<file path="config.mk">
export PLATFORM = sky130hd
export DESIGN_NAME = refstamp_counter
export DESIGN_NICKNAME = d
export VERILOG_FILES = /design/src/rtl/refstamp_pkg.sv /design/src/rtl/refcnt_core.sv /design/src/rtl/stamp_latch.sv /design/src/rtl/byte_reader.sv /design/src/rtl/refstamp_counter.sv
export SDC_FILE = /design/constraint.sdc
export NUM_CORES = 1
export LEC_CHECK = 0
export ABC_AREA = 1
export BUFFER_PORTS_ARGS = -buffer_cell sky130_fd_sc_hd__clkbuf_2
export CORE_MARGIN = 8
export CORE_UTILIZATION = 50
export CTS_BUF_LIST = sky130_fd_sc_hd__clkbuf_2 sky130_fd_sc_hd__clkbuf_4 sky130_fd_sc_hd__clkbuf_8
export CTS_CLUSTER_DIAMETER = 100
export DETAILED_ROUTE_END_ITERATION = 16
export PLACE_DENSITY = 0.78
export REMOVE_ABC_BUFFERS = 1
export SLEW_MARGIN = 25
export SYNTH_ARGS = -nofsm -noshare
export SYNTH_HDL_FRONTEND = slang
export SYNTH_SLANG_ARGS = --single-unit
</file>
<file path="constraint.sdc">
create_clock -name clk -period 3.5 [get_ports clk]
set_input_delay 0.525 -clock clk [delete_from_list [all_inputs] [get_ports clk]]
set_output_delay 0.525 -clock clk [all_outputs]
set_load 0.1 [all_outputs]
</file>
<file path="src/rtl/refstamp_pkg.sv">
// Package: shared address map and read-region decode for the reference
// counter. Assumes at most 8 bytes per register, so that live and snapshot
// windows do not overlap.
package refstamp_pkg;

    localparam int unsigned ADDR_W = 4;
    localparam logic [ADDR_W-1:0] SNAP_BASE = 4'd8;

    typedef enum logic [1:0] {
        REG_LIVE_LO   = 2'd0,
        REG_LIVE_HELD = 2'd1,
        REG_SNAP      = 2'd2,
        REG_NONE      = 2'd3
    } rd_region_e;

    // Classify a byte address for a register of nb bytes.
    function automatic rd_region_e classify(input logic [ADDR_W-1:0] a,
                                            input int unsigned nb);
        int unsigned ai;
        int unsigned sb;
        ai = 32'(a);
        sb = 32'(SNAP_BASE);
        if (ai == 0)
            return REG_LIVE_LO;
        else if (ai < nb)
            return REG_LIVE_HELD;
        else if (ai >= sb && ai < sb + nb)
            return REG_SNAP;
        else
            return REG_NONE;
    endfunction

endpackage

</file>
<file path="src/rtl/refcnt_core.sv">
// Module: free-running reference counter.
// Advances by one on each edge with tick high and wraps silently at
// 2^CNT_W-1. Assumes a synchronous active-low reset.
module refcnt_core #(
    parameter int CNT_W = 33
) (
    input  logic             clk,
    input  logic             rst_n,
    input  logic             tick,
    output logic [CNT_W-1:0] count
);

    // Count up on each enabled cycle; the natural overflow gives the wrap.
    always_ff @(posedge clk) begin
        if (!rst_n)
            count <= '0;
        else if (tick)
            count <= count + CNT_W'(1);
    end

    a_r2_step: assert property (@(posedge clk) disable iff (!rst_n)
        tick |=> count == CNT_W'($past(count) + CNT_W'(1)));

    a_r2_hold: assert property (@(posedge clk) disable iff (!rst_n)
        !tick |=> $stable(count));

endmodule

</file>
<file path="src/rtl/stamp_latch.sv">
// Module: arm flag, stamp snapshot register and capture pulse.
// A capture needs a previously registered arm command and the enable bit.
// The arm is sticky until reset. Assumes stamp_evt is already synchronous.
module stamp_latch #(
    parameter int CNT_W = 33
) (
    input  logic             clk,
    input  logic             rst_n,
    input  logic             arm_wr,
    input  logic             stamp_ie,
    input  logic             stamp_evt,
    input  logic [CNT_W-1:0] live_cnt,
    output logic [CNT_W-1:0] snap,
    output logic             stamp_irq
);

    logic armed;
    logic take;

    // A stamp qualifies only when it arrives armed and enabled.
    always_comb take = stamp_evt && armed && stamp_ie;

    // The arm flag is set by the host command and held until reset.
    always_ff @(posedge clk) begin
        if (!rst_n)
            armed <= 1'b0;
        else if (arm_wr)
            armed <= 1'b1;
    end

    // Snapshot register and the one-cycle capture pulse.
    always_ff @(posedge clk) begin
        if (!rst_n) begin
            snap      <= '0;
            stamp_irq <= 1'b0;
        end else begin
            stamp_irq <= take;
            if (take)
                snap <= live_cnt;
        end
    end

    a_r4_arm_sticky: assert property (@(posedge clk) disable iff (!rst_n)
        armed |=> armed);

    a_r4_arm_from_cmd: assert property (@(posedge clk) disable iff (!rst_n)
        $rose(armed) |-> $past(arm_wr));

    a_r6_hold_unarmed: assert property (@(posedge clk) disable iff (!rst_n)
        !armed |=> $stable(snap));

    a_r6_hold_disabled: assert property (@(posedge clk) disable iff (!rst_n)
        !stamp_ie |=> $stable(snap));

    a_r7_pulse_source: assert property (@(posedge clk) disable iff (!rst_n)
        stamp_irq |-> $past(stamp_evt && stamp_ie));

    a_r5_captured_value: assert property (@(posedge clk) disable iff (!rst_n)
        stamp_irq |-> snap == $past(live_cnt));

endmodule

</file>
<file path="src/rtl/byte_reader.sv">
// Module: byte-wide host read port for the live count and the snapshot.
// A read of address 0 copies the live count into a hold register, so the
// upper bytes read afterwards are consistent with it. The output is
// registered and holds its value between reads.
module byte_reader
    import refstamp_pkg::*;
#(
    parameter int CNT_W = 33
) (
    input  logic              clk,
    input  logic              rst_n,
    input  logic              rd_en,
    input  logic [ADDR_W-1:0] rd_addr,
    input  logic [CNT_W-1:0]  live_cnt,
    input  logic [CNT_W-1:0]  snap,
    output logic [7:0]        rd_data
);

    localparam int NBYTES = (CNT_W + 7) / 8;
    localparam int PAD_W  = NBYTES * 8;

    logic [CNT_W-1:0]  held;
    logic [PAD_W-1:0]  live_pad, held_pad, snap_pad;
    logic [7:0]        live_b [NBYTES];
    logic [7:0]        held_b [NBYTES];
    logic [7:0]        snap_b [NBYTES];
    rd_region_e        region;
    logic [ADDR_W-1:0] snap_idx;
    logic [7:0]        held_sel, snap_sel, next_byte;

    // Zero-extend each register to whole bytes.
    always_comb begin
        live_pad = PAD_W'(live_cnt);
        held_pad = PAD_W'(held);
        snap_pad = PAD_W'(snap);
    end

    // Split each padded register into byte lanes.
    for (genvar k = 0; k < NBYTES; k++) begin : g_lane
        always_comb begin
            live_b[k] = live_pad[8*k +: 8];
            held_b[k] = held_pad[8*k +: 8];
            snap_b[k] = snap_pad[8*k +: 8];
        end
    end

    // Decode the address into a region and a byte index.
    always_comb begin
        region   = classify(rd_addr, NBYTES);
        snap_idx = rd_addr - SNAP_BASE;
    end

    // Pick the addressed byte of the held copy and of the snapshot.
    always_comb begin
        held_sel = 8'd0;
        snap_sel = 8'd0;
        for (int k = 0; k < NBYTES; k++) begin
            if (rd_addr == ADDR_W'(k))
                held_sel = held_b[k];
            if (snap_idx == ADDR_W'(k))
                snap_sel = snap_b[k];
        end
    end

    // Final read mux across the regions.
    always_comb begin
        unique case (region)
            REG_LIVE_LO:   next_byte = live_b[0];
            REG_LIVE_HELD: next_byte = held_sel;
            REG_SNAP:      next_byte = snap_sel;
            default:       next_byte = 8'd0;
        endcase
    end

    // Hold register, loaded on a read of the low live byte.
    always_ff @(posedge clk) begin
        if (!rst_n)
            held <= '0;
        else if (rd_en && region == REG_LIVE_LO)
            held <= live_cnt;
    end

    // Registered read data.
    always_ff @(posedge clk) begin
        if (!rst_n)
            rd_data <= 8'd0;
        else if (rd_en)
            rd_data <= next_byte;
    end

    a_r8_hold_idle: assert property (@(posedge clk) disable iff (!rst_n)
        !rd_en |=> $stable(rd_data));

    a_r10_low_byte_live: assert property (@(posedge clk) disable iff (!rst_n)
        (rd_en && rd_addr == '0) |=> rd_data == $past(live_cnt[7:0]));

    a_r12_unmapped_zero: assert property (@(posedge clk) disable iff (!rst_n)
        (rd_en && rd_addr > ADDR_W'(NBYTES - 1) && rd_addr < SNAP_BASE) |=> rd_data == 8'd0);

endmodule

</file>
<file path="src/rtl/refstamp_counter.sv">
// Module: top of the reference counter with stamp snapshot.
// It joins the counter, the stamp latch and the byte read port.
// Assumes all inputs are synchronous to clk and the reset is synchronous
// active low.
module refstamp_counter
    import refstamp_pkg::*;
#(
    parameter int CNT_W = 33
) (
    input  logic              clk,
    input  logic              rst_n,
    input  logic              tick,
    input  logic              arm_wr,
    input  logic              stamp_ie,
    input  logic              stamp_evt,
    input  logic              rd_en,
    input  logic [ADDR_W-1:0] rd_addr,
    output logic [7:0]        rd_data,
    output logic              stamp_irq
);

    logic [CNT_W-1:0] live_cnt;
    logic [CNT_W-1:0] snap;

    refcnt_core #(.CNT_W(CNT_W)) u_core (
        .clk   (clk),
        .rst_n (rst_n),
        .tick  (tick),
        .count (live_cnt)
    );

    stamp_latch #(.CNT_W(CNT_W)) u_latch (
        .clk       (clk),
        .rst_n     (rst_n),
        .arm_wr    (arm_wr),
        .stamp_ie  (stamp_ie),
        .stamp_evt (stamp_evt),
        .live_cnt  (live_cnt),
        .snap      (snap),
        .stamp_irq (stamp_irq)
    );

    byte_reader #(.CNT_W(CNT_W)) u_reader (
        .clk      (clk),
        .rst_n    (rst_n),
        .rd_en    (rd_en),
        .rd_addr  (rd_addr),
        .live_cnt (live_cnt),
        .snap     (snap),
        .rd_data  (rd_data)
    );

    a_r4_arm_keeps_count: assert property (@(posedge clk) disable iff (!rst_n)
        (arm_wr && !tick) |=> $stable(live_cnt));

endmodule

</file>
### After elaboration in Yosys (flattened, before gate mapping)

Cells that the tools add are included.

| cells by class | value |
|---|---|
| add/subtract/negate cells | 2 |
| multipliers | 0 |
| div/mod/pow operators | 0 |
| magnitude comparators | 3 |
| equal/unequal tests | 10 |
| shift-type cells | 0 |
| muxes and demuxes | 14 |
| bitwise operators | 0 |
| reduce and logical (&&, ||, !) cells | 7 |

Operators with widths:

| kind | number |
|---|---|
| 2-to-1 mux 8 bit | 10 |
| adder 33 x 1 -> 33 bit (second input constant) | 1 |
| one-hot mux 8 bit (3 select lines) | 1 |
| equality test 4 x 2 -> 1 bit (second input constant) | 4 |
| equality test 4 x 1 -> 1 bit (second input constant) | 2 |
| equality test 4 x 3 -> 1 bit (second input constant) | 2 |
| logical NOT 4 bit | 2 |
| >= comparator 4 bit (second input constant) | 1 |
| logical AND 1 bit | 4 |
| < comparator 4 x 3 -> 1 bit (second input constant) | 1 |
| < comparator 4 bit (second input constant) | 1 |
| 2-to-1 mux 2 bit | 2 |
| subtractor 4 bit (second input constant) | 1 |
| equality test 2 x 1 -> 1 bit (second input constant) | 1 |
| equality test 2 bit (second input constant) | 1 |
| logical NOT 2 bit | 1 |
| 2-to-1 mux 1 bit | 1 |

| storage, ports and cells | value |
|---|---|
| register bits after elaboration | 109 |
| bits in latches | 0 |
| RAM bits | 0 |
| memory bits (read-only) | 0 |
| bits of input ports | 11 |
| output and inout port bits | 9 |
| word-level logic and storage cells | 42 |
| memories kept | 0 |

### Logic depth before layout (Yosys ltp)

| logic depth | value |
|---|---|
| depth in word-level cells | 8 |
| mapped depth | 11 |
| gate-level depth less buffers | 11 |

### Cells and area by module

Synthesis repeated with hierarchy kept, for this count alone.

| second synthesis, totals | value |
|---|---|
| cells, all modules | 866 |
| area, all modules | 5619.1 um2 |

By module, submodules not included:

| module | instances | cells each | area each (um2) | seq. area each (um2) |
|---|---|---|---|---|
| byte_reader | 1 | 350 | 2297.2 | 820.8 |
| refcnt_core | 1 | 300 | 1900.6 | 660.6 |
| stamp_latch | 1 | 216 | 1421.4 | 700.7 |

### Worst setup path before layout

OpenSTA, ideal clock, no wires.

| timing path | value |
|---|---|
| path type | reg2reg |
| from | register u_core.count[1] |
| to | register u_core.count[18] |
| setup time | 0.128 ns |
| arrival | 1.338 ns |
| required time | 3.372 ns |
| slack | 2.034 ns |
| stages on the path, launching flop included | 9 |
| path buffers | 0 |
| period minus slack after synthesis | 1.466 ns |
| cell sequence | dfxtp_1 ha_1 nand3_2 nor2_4 nand3_4 nor2_4 nand3_2 xor2_1 nor2_1 |

| between the ends | value |
|---|---|
| longest elaborated chain between the ends | 1 |

RTL lines:

| element | RTL line | source |
|---|---|---|
| start: declaration | refcnt_core.sv:10 | `output logic [CNT_W-1:0] count` |
| start signal: assignment | refcnt_core.sv:18 | `count <= count + CNT_W'(1);` |
| adder 33 x 1 -> 33 bit | refcnt_core.sv:18 |  |

Every way passes these cells.
A chain may end at the register's enable or synchronous reset.

### Worst setup path in the final report

| timing path | value |
|---|---|
| from | input port rd_addr[1] |
| to | register u_reader.held[29] |

| between the ends | value |
|---|---|
| longest elaborated chain between the ends | 7 |
| elaborated cells on any way between the ends | 10 |
| those cells by class | order compare: 3; mux: 3; reduce/logical: 4 |

RTL lines:

| element | RTL line | source |
|---|---|---|
| start: declaration | refstamp_counter.sv:17 | `input logic [ADDR_W-1:0] rd_addr,` |
| >= comparator 4 bit or < comparator 4 bit (tied branches) | refstamp_pkg.sv:27 | `else if (ai >= sb && ai < sb + nb)` |
| logical AND 1 bit | refstamp_pkg.sv:27 |  |
| 2-to-1 mux 1 bit | refstamp_pkg.sv:27 |  |
| 2-to-1 mux 2 bit | refstamp_pkg.sv:25 | `else if (ai < nb)` |
| 2-to-1 mux 2 bit * | refstamp_pkg.sv:23 | `if (ai == 0)` |
| logical NOT 2 bit * | byte_reader.sv:79 | `else if (rd_en && region == REG_LIVE_LO)` |
| logical AND 1 bit * | byte_reader.sv:79 |  |
| end signal: assignment | byte_reader.sv:80 | `held <= live_cnt;` |
| end: declaration | byte_reader.sv:22 | `logic [CNT_W-1:0] held;` |

Every way passes the cells marked *; elsewhere a longest branch is shown, timed or not.

==> flow_metrics.tcl <==
set metrics [dict create \
    clock_latency_ns 0.39 \
    placed_cell_area_um2 5540 \
    post_cts_resize_count 0 \
    syn2layout_area_growth_pct 7.18 \
    nNetsFinal 818 \
    synth-seq-cells 108 \
    yosysTopAreaCellShare_pct 40.3 \
    synthDistinctLibCells 31 \
    syn_avg_cell_area_um2 6.64 \
    io_pins 20 \
    cp_max_fo 22 \
    cts_buffers 9 \
    postCtsSetupBuffers 0 \
    nFillCells 1083 \
    ys_seq_area_share_pct 40.3 \
    critPathKind "primary input to flip-flop" \
    drive_above_1_share_pct 8.88 \
    hold_violations 0 \
    drc 0 \
    cp-start-kind "primary input" \
    max_freq_mhz 514 \
    maxSlewViolCount 0 \
    period_minus_slack_ns 1.95 \
    finalSetupViolCount 0 \
    syn_area_um2 5370 \
    totalWireLength_mm 14.4 \
    grtUsageTotal_pct 20.4 \
    leakage_nw 2.04 \
    drt_first_pass_iters 7 \
    power_density_nw_per_um2 394 \
    grt_max_degree 68 \
    start_util_pct 50.4 \
    cts-htree-levels 3 \
    relSlewSlack_pct 56.3 \
    synth.top_cells.by_count "nand2_1, dfxtp_1, a21oi_1" \
    vdd_ir_drop_max_uv 263 \
    rows 38 \
    hp-class "primary input to flip-flop" \
    whs_path_depth 3 \
    ys.flop_type "dfxtp_1" \
    routedWlPerCell_um 15.1 \
    antenna_found_initial 0 \
    dr_total_vias 5221 \
    die-area_um2 14300 \
    synthArstFlopShare_pct 0 \
    synthTopCellsByArea "dfxtp_1, nand2_1, a21oi_1, nand3_1, nor2_1" \
    synth_edf_count 0 \
    r2r_slack_ns 1.62 \
    register_area_um2 2160 \
    clock_path_buffers 2 \
    yosysMostFrequentCell "nand2_1" \
    outcome "finished clean" \
    worstRegToRegCells 8 \
    multiInputGateArea_um2 2760 \
    ctsHoldBuffers 0 \
    hpwl_mm 9.91 \
    grt_pass1_vias 4779 \
    final_min_period_over_clock_period_pct 55.6 \
    portBuffers 19 \
    cp.arrival_ns 2.24 \
    n_antenna_cell 0 \
    via_per_inst 5.49 \
    rsz0062_at_grt "no" \
    whs_ns 0.349 \
    fp.dieW_um 120 \
    ys_warn_count 0 \
    cts_tree "done" \
    die_h_um 120 \
    grt_pass1_wl_mm 23.6 \
    drtIter0Drc 552 \
    clk_pin_slew_ns 0.11 \
    maxCapViolCount 0 \
    gp_congestion 0.904 \
    cp.required_ns 3.79 \
    cts_root_buf "clkbuf_8" \
    worstMarginPinSlew_ns 0.654 \
    coreArea_um2 10700 \
    yosysTopAreaCell "dfxtp_1" \
    design_area_um2 5750 \
    cts_sinks 108 \
    netlist_instances 808 \
    endpoint_kind "flip-flop" \
    clock_skew_ns 0.0148 \
    gr-total-overflow 0 \
    final_core_util_pct 54.0 \
    antenna_left 0 \
    fin_setup_tns_ns 0 \
]
-- cell type report --
class	instances	share of cell area, %
inverter	73	4.76
clock inverter	7	1.61
timing repair buffer	27	2.91
sequential	108	37.6
clock buffer	9	2.15
tap	140	3.04
multi-input combinational	587	47.9
-- sequential cells by signal, summed over array words and instances (netlist names) --
name and flops:
u_latch.armed 1, u_core.count 33, u_latch.snap 33, u_reader.rd_data 8, u_latch.stamp_irq 1, u_reader.held 32
-- kinds of logic (layout without fill, tap and decap cells) --
family	after synthesis	count (layout)	synth area share [%]
buffers and inverters	113	116	8.44
AND/OR/NAND/NOR	412	412	33.4
adder cells (fa/ha/maj)	1	1	0.233
flip-flops	108	108	40.3
XOR/XNOR	9	9	1.47
AO/OA/AOI/OAI	165	165	16.2
-- stage by stage --
stage	cells	setup WS [ns]	power (mW)
after global placement	935	1.21	1.46
after detailed placement	935	1.20	1.46
final	951	1.55	2.27
after floorplan	768	0.915	1.39
after CTS	951	1.59	2.28
after global routing	951	1.36	2.35
-- layout by cell type (no fill, tap or decap), drive strengths merged, types with 8 or more instances in the layout --
master and n:
nand3 75, a21oi 103, o21ai 46, buf 8, inv 74, nor2 83, o211ai 13, nand3b 12
nand2 237, clkbuf 28, dfxtp 108
-- power by group --
group / switching (mW) / total, mW / internal (mW)
Sequential: 0.0164 / 1.27 / 1.25
Clock: 0.482 / 0.832 / 0.349
Combinational: 0.125 / 0.166 / 0.0410
Total: 0.623 / 2.27 / 1.64
-- worst paths after layout --
kind                                                  endpoint                          start
worst max register to register   u_core.count[18]$_SDFFE_PN0P_   u_core.count[1]$_SDFFE_PN0P_
worst min register to register   u_latch.snap[11]$_SDFFE_PN0P_  u_latch.snap[11]$_SDFFE_PN0P_
worst min-delay path                u_latch.armed$_SDFFE_PN0P_                         arm_wr
worst max-delay path            u_reader.held[29]$_SDFFE_PN0P_                     rd_addr[1]
-- metal layers --
layer	global-route usage (%)	wire length [um]
met1	25.7	6320
met5	0	0
met4	9.60	488
met2	32.9	6580
met3	3.95	978
-- critical path: stages --
cell and delay (ns):
clkbuf_2 0.28, nor2_1 0.17, buf_4 0.19, nand2_1 0.09, inv_2 0.07, nand2_1 0.37, buf_12 0.33, o21ai_0 0.15
a21oi_1 0.06
Note: power is estimated with default switching activity, not from simulation.
